### src/rtl/pinmux_pkg.sv
package pinmux_pkg;

  localparam int ADDR_W    = 3;
  localparam int ANA_LINES = 4;
  localparam int CODE_W    = $clog2(ANA_LINES);

  typedef enum logic [ADDR_W-1:0] {
    ADR_OUT  = 3'd0,
    ADR_DIR  = 3'd1,
    ADR_PULL = 3'd2,
    ADR_ANA  = 3'd3,
    ADR_FUNC = 3'd4,
    ADR_PIN  = 3'd5
  } reg_addr_e;

  typedef enum logic [1:0] {
    MODE_DIO  = 2'd0,
    MODE_FUNC = 2'd1,
    MODE_ANA  = 2'd2
  } pin_mode_e;

endpackage

### src/rtl/pinmux_sync.sv
module pinmux_sync #(
  parameter int W = 8
) (
  input  logic         clk,
  input  logic         rst_n,
  input  logic [W-1:0] d_async,
  output logic [W-1:0] q_sync
);

  logic [W-1:0] meta_q;
  logic [W-1:0] meta_d;
  logic [W-1:0] sync_d;

  always_comb begin
    meta_d = d_async;
    sync_d = meta_q;
  end

  always_ff @(posedge clk or negedge rst_n) begin
    if (!rst_n) begin
      meta_q <= '0;
      q_sync <= '0;
    end else begin
      meta_q <= meta_d;
      q_sync <= sync_d;
    end
  end

endmodule

### src/rtl/pinmux_regs.sv
module pinmux_regs
  import pinmux_pkg::*;
#(
  parameter int PINS  = 8,
  localparam int PAIRS = PINS / 2
) (
  input  logic              clk,
  input  logic              rst_n,
  input  logic              bus_we,
  input  logic [ADDR_W-1:0] bus_addr,
  input  logic [PINS-1:0]   bus_wdata,
  input  logic [PINS-1:0]   pin_level,
  output logic [PINS-1:0]   bus_rdata,
  output logic [PINS-1:0]   out_q,
  output logic [PINS-1:0]   dir_q,
  output logic [PINS-1:0]   pull_q,
  output logic [PAIRS-1:0]  ana_q,
  output logic [PINS-1:0]   func_q
);

  logic we_out, we_dir, we_pull, we_ana, we_func;

  always_comb begin
    we_out  = bus_we && (bus_addr == ADR_OUT);
    we_dir  = bus_we && (bus_addr == ADR_DIR);
    we_pull = bus_we && (bus_addr == ADR_PULL);
    we_ana  = bus_we && (bus_addr == ADR_ANA);
    we_func = bus_we && (bus_addr == ADR_FUNC);
  end

  always_ff @(posedge clk or negedge rst_n) begin
    if (!rst_n) begin
      out_q  <= '0;
      dir_q  <= '0;
      pull_q <= '0;
      ana_q  <= '0;
      func_q <= '0;
    end else begin
      if (we_out)  out_q  <= bus_wdata;
      if (we_dir)  dir_q  <= bus_wdata;
      if (we_pull) pull_q <= bus_wdata;
      if (we_ana)  ana_q  <= bus_wdata[PAIRS-1:0];
      if (we_func) func_q <= bus_wdata;
    end
  end

  always_comb begin
    bus_rdata = '0;
    case (bus_addr)
      ADR_OUT:  bus_rdata = out_q;
      ADR_DIR:  bus_rdata = dir_q;
      ADR_PULL: bus_rdata = pull_q;
      ADR_ANA:  bus_rdata[PAIRS-1:0] = ana_q;
      ADR_FUNC: bus_rdata = func_q;
      ADR_PIN:  bus_rdata = pin_level;
      default:  bus_rdata = '0;
    endcase
  end

endmodule

### src/rtl/pinmux_pin_ctrl.sv
module pinmux_pin_ctrl
  import pinmux_pkg::*;
(
  input  logic                 ana_en,
  input  logic                 func_en,
  input  logic                 reg_out,
  input  logic                 reg_dir,
  input  logic                 reg_pull,
  input  logic                 periph_out,
  input  logic                 periph_oe,
  input  logic [CODE_W-1:0]    line_code,
  output logic                 pad_out,
  output logic                 pad_oe,
  output logic                 pad_pu,
  output logic [ANA_LINES-1:0] line_sw
);

  pin_mode_e mode;

  always_comb begin
    if (ana_en)       mode = MODE_ANA;
    else if (func_en) mode = MODE_FUNC;
    else              mode = MODE_DIO;
  end

  always_comb begin
    pad_out = 1'b0;
    pad_oe  = 1'b0;
    pad_pu  = 1'b0;
    line_sw = '0;
    case (mode)
      MODE_ANA: begin
        line_sw[line_code] = reg_pull;
      end
      MODE_FUNC: begin
        pad_out = periph_out;
        pad_oe  = periph_oe;
        pad_pu  = reg_pull;
      end
      default: begin
        pad_out = reg_out;
        pad_oe  = reg_dir;
        pad_pu  = reg_pull;
      end
    endcase
  end

endmodule

### src/rtl/pinmux_port.sv
module pinmux_port
  import pinmux_pkg::*;
#(
  parameter int PINS = 8,
  localparam int PAIRS = PINS / 2,
  localparam int SW_W  = PINS * ANA_LINES
) (
  input  logic              clk,
  input  logic              rst_n,
  input  logic              bus_we,
  input  logic [ADDR_W-1:0] bus_addr,
  input  logic [PINS-1:0]   bus_wdata,
  output logic [PINS-1:0]   bus_rdata,
  input  logic [PINS-1:0]   periph_out,
  input  logic [PINS-1:0]   periph_oe,
  input  logic [PINS-1:0]   pad_in,
  output logic [PINS-1:0]   pad_out,
  output logic [PINS-1:0]   pad_oe,
  output logic [PINS-1:0]   pad_pu,
  output logic [SW_W-1:0]   ana_sw,
  output logic [PINS-1:0]   pin_level
);

  // reset: asserted asynchronously, released on a clock edge
  logic rst_meta_q, rst_sync_n;

  always_ff @(posedge clk or negedge rst_n) begin
    if (!rst_n) begin
      rst_meta_q <= 1'b0;
      rst_sync_n <= 1'b0;
    end else begin
      rst_meta_q <= 1'b1;
      rst_sync_n <= rst_meta_q;
    end
  end

  logic [PINS-1:0]  out_q, dir_q, pull_q, func_q;
  logic [PAIRS-1:0] ana_q;

  pinmux_sync #(.W(PINS)) sync_i (
    .clk     (clk),
    .rst_n   (rst_sync_n),
    .d_async (pad_in),
    .q_sync  (pin_level)
  );

  pinmux_regs #(.PINS(PINS)) regs_i (
    .clk       (clk),
    .rst_n     (rst_sync_n),
    .bus_we    (bus_we),
    .bus_addr  (bus_addr),
    .bus_wdata (bus_wdata),
    .pin_level (pin_level),
    .bus_rdata (bus_rdata),
    .out_q     (out_q),
    .dir_q     (dir_q),
    .pull_q    (pull_q),
    .ana_q     (ana_q),
    .func_q    (func_q)
  );

  for (genvar x = 0; x < PINS; x++) begin : g_pin
    localparam int P = x / 2;
    logic [CODE_W-1:0] code;

    // odd pins draw their line code from OUT, even pins from DIR
    if (x % 2 == 1) begin : g_odd
      assign code = out_q[2*P+1 -: 2];
    end else begin : g_even
      assign code = dir_q[2*P+1 -: 2];
    end

    pinmux_pin_ctrl ctrl_i (
      .ana_en     (ana_q[P]),
      .func_en    (func_q[x]),
      .reg_out    (out_q[x]),
      .reg_dir    (dir_q[x]),
      .reg_pull   (pull_q[x]),
      .periph_out (periph_out[x]),
      .periph_oe  (periph_oe[x]),
      .line_code  (code),
      .pad_out    (pad_out[x]),
      .pad_oe     (pad_oe[x]),
      .pad_pu     (pad_pu[x]),
      .line_sw    (ana_sw[x*ANA_LINES +: ANA_LINES])
    );
  end

endmodule

### config.mk
export PLATFORM = sky130hd
export DESIGN_NAME = pinmux_port
export DESIGN_NICKNAME = d
export VERILOG_FILES = /design/src/rtl/pinmux_pkg.sv /design/src/rtl/pinmux_sync.sv /design/src/rtl/pinmux_regs.sv /design/src/rtl/pinmux_pin_ctrl.sv /design/src/rtl/pinmux_port.sv
export SDC_FILE = /design/constraint.sdc
export NUM_CORES = 1
export LEC_CHECK = 0
export ABC_AREA = 1
export BUFFER_PORTS_ARGS = -buffer_cell sky130_fd_sc_hd__buf_2
export CAP_MARGIN = 20
export CELL_PAD_IN_SITES_DETAIL_PLACEMENT = 1
export CELL_PAD_IN_SITES_GLOBAL_PLACEMENT = 2
export CORE_MARGIN = 3
export CORE_UTILIZATION = 29
export DETAILED_ROUTE_END_ITERATION = 6
export GPL_TIMING_DRIVEN = 0
export PLACE_DENSITY = 0.86
export SYNTH_ARGS = -nofsm -noshare
export SYNTH_HDL_FRONTEND = slang
export SYNTH_SLANG_ARGS = --single-unit
### constraint.sdc
create_clock -name clk -period 2.6 [get_ports clk]
set_clock_uncertainty 0.05 [all_clocks]
set_input_delay 0 -clock clk [delete_from_list [all_inputs] [get_ports clk]]
set_output_delay 0 -clock clk [all_outputs]
set_load 0.1 [all_outputs]
==> impl_metrics.yaml, run 1 <==
die:
  fp-row-count: 36
  coreArea_sq_um: 10000
  die_area_sq_um: 11760
  die_x_microns: 108.5
  io_pins: 110
  die_h_microns: 108.5
  start_util_pct: 30.44
cts:
  htreeDepth: 2
  cts_buffers: 5
  clock_latency_ns: 0.30
  post_cts_buffers: 0
  cts.sinks: 54
  clk_pin_slew_ns: 0.10
  root_buffer: "clkbuf_8"
  cts_tree: "yes"
  ctsResizeCount: 0
  clk_path_buf_depth: 2
sta:
  post-route-period-util_pct: 87.66
  report.final.hold_viol_count: 0
  setup_viol: 0
  worst_slew_pin_slew_ns: 0.5715
  rsz0062_at_grt: "false"
  timing.final.crit_period_ns: 2.279
  timing.hold.ws_ns: 0.06904
  setup_tns_ns: 0
  fmax_mhz: 438.8
  slew_headroom_pct: 61.90
  drv_slew: 0
place:
  port_buffers: 108
  dpl.hpwl_mm: 7.996
  place_congestion: 0.8259
run:
  drv_cap: 0
route:
  firstDrtPassIters: 4
  vias: 3135
  vias_per_cell: 4.729
  drc: 0
  drt-total-wl_mm: 10.45
  wire_per_inst_microns: 15.75
  ant_nets: 0
  drt_iter0_markers: 124
setup_path:
  slowest_delay_ns: 0.46
  cp.required_ns: 2.55
  endpoint_kind: "output pin"
  r2r_start: "regs_i.ana_q[0]"
  crit_start: "regs_i.ana_q[0]"
  crit_fanout: 10
  crit_slowest_cell: "clkbuf_1"
  crit_type: "reg2out"
  endpoint: "pad_oe[1]"
  crit_arrival_ns: 2.23
  reg2reg_setup_slack_ns: 1.11
  crit_buf_inv: 4
  start_kind: "flop"
  worst-path-stages: 6
  worst-r2r-cell-count: 3
  path_cells: "inv_1 -> clkbuf_1 -> nand3_1 -> o21ai_0 -> buf_4 -> buf_2"
  cpLargestDelayFamily: "buffers and inverters"
  r2r-end: "regs_i.ana_q[0]"
global_routing:
  gr-usage-met2_pct: 31.29
  grt_use_met3_pct: 2.746
  antenna_found_initial: 0
  grtUsageMet1_pct: 25.81
  grt_start_max_net_pins: 31
  grt_pass1_vias: 3289
  gr-total-overflow: 0
  grt-busiest-layer: "met2"
  grtUsageTotal_pct: 18.60
  grt_pass1_wl_mm: 17.08
synth:
  synth_top_cell_by_area: "dfrtp_1"
  yosysSeqAreaShare_pct: 44.39
  synth_area_leaders: "dfrtp_1 44%, nand2_1 11%, nand3_1 7.6%"
  syn_avg_cell_area_sq_um: 7.687
  synthesis.nets: 434
  synth.distinct_cells: 21
  syn_inst: 396
  yosys_warnings: 0
  synth_area_sq_um: 3044
  ys_seq_elements: 54
  synth_top_area_share_pct: 44.39
power_and_ir_drop:
  power.internal_uw: 1526
  power_density_nw_per_um2: 837.4
  p_switching_uw: 1953
  seqPwrFrac_pct: 32.3
  pwr-share-comb_pct: 54.6
  total_power_uw: 3478
  switching_share_pct: 56.14
  p_leak_uw: 0.002117
  clkPwrFrac_pct: 13.1
  max-vdd-ir-drop_uv: 480.3
finish:
  fill_cells: 1272
  fin_util_pct: 41.54
  layout.nets: 568
  mostFrequentLayoutCells: "112 x buf_2, 90 x nand2_1, 53 x dfrtp_1"
  drive_above_1_share_pct: 33.77
  area_growth_pct: 36.46
  final_common_cell: "buf_2"
  antenna_cells: 0
run_status:
  status: "completed"
worst_hold_path:
  hold_path_class: "in2reg"
  holdPathStages: 4
  worstHoldStart: "bus_we"
Yosys cell counts:
library cell  count
buf_4            26
nand4_1          11
nor2_8            1
nor2_4            5
o21ai_1           1
o21ai_0          43
nand2_2           1
inv_1            46
conb_1            1
nand3_1          46
dfrtp_1          54
inv_2             1
clkinv_2          1
buf_6             3
nand2_1          90
nor2_2            1
buf_2             4
clkbuf_1          5
nor2_1           27
nand3_4           1
nor4_1           28
state kept, by name (all words and copies together), names as in the netlist:
register,count
sync_i.meta_q,8
regs_i.func_q,8
regs_i.dir_q,8
rst_sync_n,1
regs_i.out_q,8
sync_i.q_sync,8
rst_meta_q,1
regs_i.pull_q,8
regs_i.ana_q,4
layer usage:
layer	share of wire [%]	vias to the layer above	routed length, microns
met1	46	1496	4788
met4	0.59	0	62
met2	48	85	5007
met3	5.6	7	586
li1	-	1547	-
met5	0	-	0
power groups by stage:
stage	clock network (uW)	registers, uW	logic (uW)
finish	455	1120	1900
global route	506	1150	2020
CTS	473	1130	1910
detailed placement	0	1140	1890
global placement	0	1140	1860
floorplan	0	1140	1550
kinds of logic after synthesis:
family / share of synthesized area, %
AO/OA/AOI/OAI: 7.234
buffers and inverters: 14.76
flip-flops: 44.39
other: 0.1232
AND/OR/NAND/NOR: 33.50
repair_timing:
item                                   in CTS  in global routing
setup endpoints to repair                   0                  0
endpoints found under the hold margin      46                  0
hold buffers                               18                  0
worst min-delay path, cell delays in order:
cell and delay (ns):
buf_2 0.13, nand3_4 0.15, nand2_1 0.06, nand2_1 0.06
area by class of cell:
cell class                 instances  area, sq um  share of cell area, %
multi-input combinational        256         1369                  32.95
tap                              133        166.4                  4.006
buffer                            38        267.8                  6.446
timing repair buffer             127        740.7                  17.83
clock buffer                       7        76.32                  1.837
sequential                        54         1353                  32.56
inverter                          48        181.4                  4.367
stage by stage:
step                      area (sq um)  cells  setup slack (ns)
after CTS                         4154    663            0.2737
after global routing              4154    663            0.1023
after floorplan                   3169    396            -1.028
final                             4154    663            0.3208
after global placement            3876    637            0.3201
after detailed placement          3897    638            0.6311
how the worst min path moves through the flow:
stage	end	slack [ns]
6_report	regs_i.dir_q[6]	0.07
4_1_cts	regs_i.dir_q[6]	0.06
2_1_floorplan	rst_meta_q	-0.35
5_1_grt	regs_i.dir_q[3]	0.09
3_5_place_dp	rst_meta_q	-0.26
3_3_place_gp	rst_meta_q	-0.26
Note: power is estimated with default switching activity, not from simulation.
==> run 2: changes to the inputs <==
--- a/config.mk
+++ b/config.mk
@@ -11,10 +11,10 @@
 export CELL_PAD_IN_SITES_DETAIL_PLACEMENT = 1
 export CELL_PAD_IN_SITES_GLOBAL_PLACEMENT = 2
 export CORE_MARGIN = 3
-export CORE_UTILIZATION = 29
+export CORE_UTILIZATION = 30
+export CTS_BUF_LIST = sky130_fd_sc_hd__clkbuf_4
 export DETAILED_ROUTE_END_ITERATION = 6
-export GPL_TIMING_DRIVEN = 0
-export PLACE_DENSITY = 0.86
+export PLACE_DENSITY = 0.88
 export SYNTH_ARGS = -nofsm -noshare
 export SYNTH_HDL_FRONTEND = slang
 export SYNTH_SLANG_ARGS = --single-unit
==> run 2 against run 1 <==
  * Maximum frequency grew 7.7%
  * Wire length decreased by 5.8%
  * Sequential power about the same
  * Setup slack improved by 0.16 ns
  * Sequential cell count did not move
  * Largest power group unchanged
  * Highest routed layer unchanged
==> impl_metrics.yaml, run 2 (same netlist as run 1, synthesis figures left out) <==
setup_path:
  crit_type: "reg2out"
  cpLargestDelayFamily: "buffers and inverters"
  cp.required_ns: 2.55
  crit_start: "regs_i.ana_q[3]"
  crit_arrival_ns: 2.07
  crit_slowest_cell: "inv_1"
  endpoint_kind: "output pin"
  slowest_delay_ns: 0.47
  crit_buf_inv: 2
  r2r_start: "regs_i.dir_q[7]"
  crit_fanout: 16
  path_cells: "inv_1 -> nand2_1 -> o21ai_0 -> buf_2"
  start_kind: "flop"
global_routing:
  grtUsageTotal_pct: 17.38
  gr-total-overflow: 0
  grt_pass1_vias: 3152
  grt_pass1_wl_mm: 15.84
  grt_start_max_net_pins: 28
  antenna_found_initial: 0
die:
  io_pins: 110
  die_h_microns: 106.7
  start_util_pct: 31.00
  fp-row-count: 36
  die_area_sq_um: 11390
  die_x_microns: 106.7
  coreArea_sq_um: 9819
cts:
  ctsResizeCount: 0
  clock_latency_ns: 0.37
  cts_tree: "yes"
  cts.sinks: 54
  root_buffer: "clkbuf_4"
  post_cts_buffers: 0
  htreeDepth: 2
  clk_path_buf_depth: 2
  clk_pin_slew_ns: 0.17
  cts_buffers: 5
sta:
  report.final.hold_viol_count: 0
  timing.final.crit_period_ns: 2.116
  fmax_mhz: 472.6
  slew_headroom_pct: 53.37
  worst_slack_ns: 0.4840
  setup_viol: 0
  drv_slew: 0
  rsz0062_at_grt: "false"
  worst_slew_pin_slew_ns: 0.6987
  post-route-period-util_pct: 81.39
place:
  placed_area_sq_um: 3630
  placed_cells: 602
  place_ws_ns: 0.8303
  port_buffers: 109
  dpl.hpwl_mm: 7.444
  place_congestion: 0.8204
run_status:
  status: "completed"
power_and_ir_drop:
  max-vdd-ir-drop_uv: 512.2
  power_density_nw_per_um2: 857.3
  p_leak_uw: 0.001979
finish:
  antenna_cells: 0
  fill_cells: 1267
  final_common_cell: "buf_2"
  fin_util_pct: 40.10
  register_area_sq_um: 1353
  final_area_sq_um: 3938
  layout.nets: 537
  multi_input_area_sq_um: 1369
  instances_no_fill: 633
  area_growth_pct: 29.35
  mostFrequentLayoutCells: "109 x buf_2, 90 x nand2_1, 53 x dfrtp_1"
  drive_above_1_share_pct: 30.20
worst_hold_path:
  worstHoldStart: "bus_addr[0]"
  hold_path_class: "in2reg"
route:
  vias_per_cell: 4.807
  firstDrtPassIters: 4
  drc: 0
  drt-total-wl_mm: 9.836
  ant_nets: 0
  vias: 3043
  drt_iter0_markers: 112
  wire_per_inst_microns: 15.54
run:
  drv_cap: 0
-- run 2: changes by cell type in the layout (fill, tap and decap cells not counted), sizes merged --
cell / before / now
dlygate4sd3: 18 / 23
clkbuf: 12 / 5
buf: 142 / 111
bufinv: 0 / 1
clkinv: 1 / 3
-- run 2: layer usage --
layer	part of all wire (%)	GRT usage [%]
met2	49	29.68
met1	45	23.19
met3	5.5	3.251
met4	0.60	3.196
met5	0	0
-- run 2: timing repair --
action	CTS	global route
endpoints found under the setup margin	0	0
hold buffers	23	0
hold endpoints to repair	46	0
-- run 2: area by class of cell --
class | count | area share, %
Timing Repair Buffer | 134 | 20.08
Clock buffer | 5 | 0.9533
Sequential cell | 54 | 34.35
Tap cell | 133 | 4.226
Clock inverter | 3 | 1.017
Inverter | 48 | 4.608
Multi-Input combinational cell | 256 | 34.76
-- run 2: stage by stage --
step	power [uW]	TNS [ns]	hold slack [ns]
CTS	3408	0	0.1383
global placement	2869	0	-0.2630
floorplan	2690	-7.581	-0.3456
global route	3548	0	0.1987
detailed placement	2895	0	-0.2578
finish	3376	0	0.1628
-- run 2: worst min-delay path: stages --
cell	delay [ns]
buf_2	0.20
nand3_1	0.16
nor2_2	0.09
nand2_1	0.06
o21ai_0	0.07
-- run 2: final timing paths --
| check | to | slack, ns | cells after the start |
|---|---|---|---|
| min | regs_i.ana_q[2] | 0.16 | 5 |
| min reg2reg | sync_i.q_sync[4] | 0.22 | 1 |
| min in group asynchronous | sync_i.q_sync[4] | 0.22 | 1 |
| max | pad_oe[6] | 0.48 | 4 |
| max reg2reg | regs_i.dir_q[7] | 1.28 | 3 |
| max in group asynchronous | rst_sync_n | 1.97 | 3 |
-- run 2: power breakdown --
group / internal, uW / leakage, uW / total, uW / switching (uW)
registers: 966 / 0.000651 / 1120 / 155
logic: 281 / 0.00128 / 1780 / 1500
clock network: 200 / 0.0000450 / 471 / 271
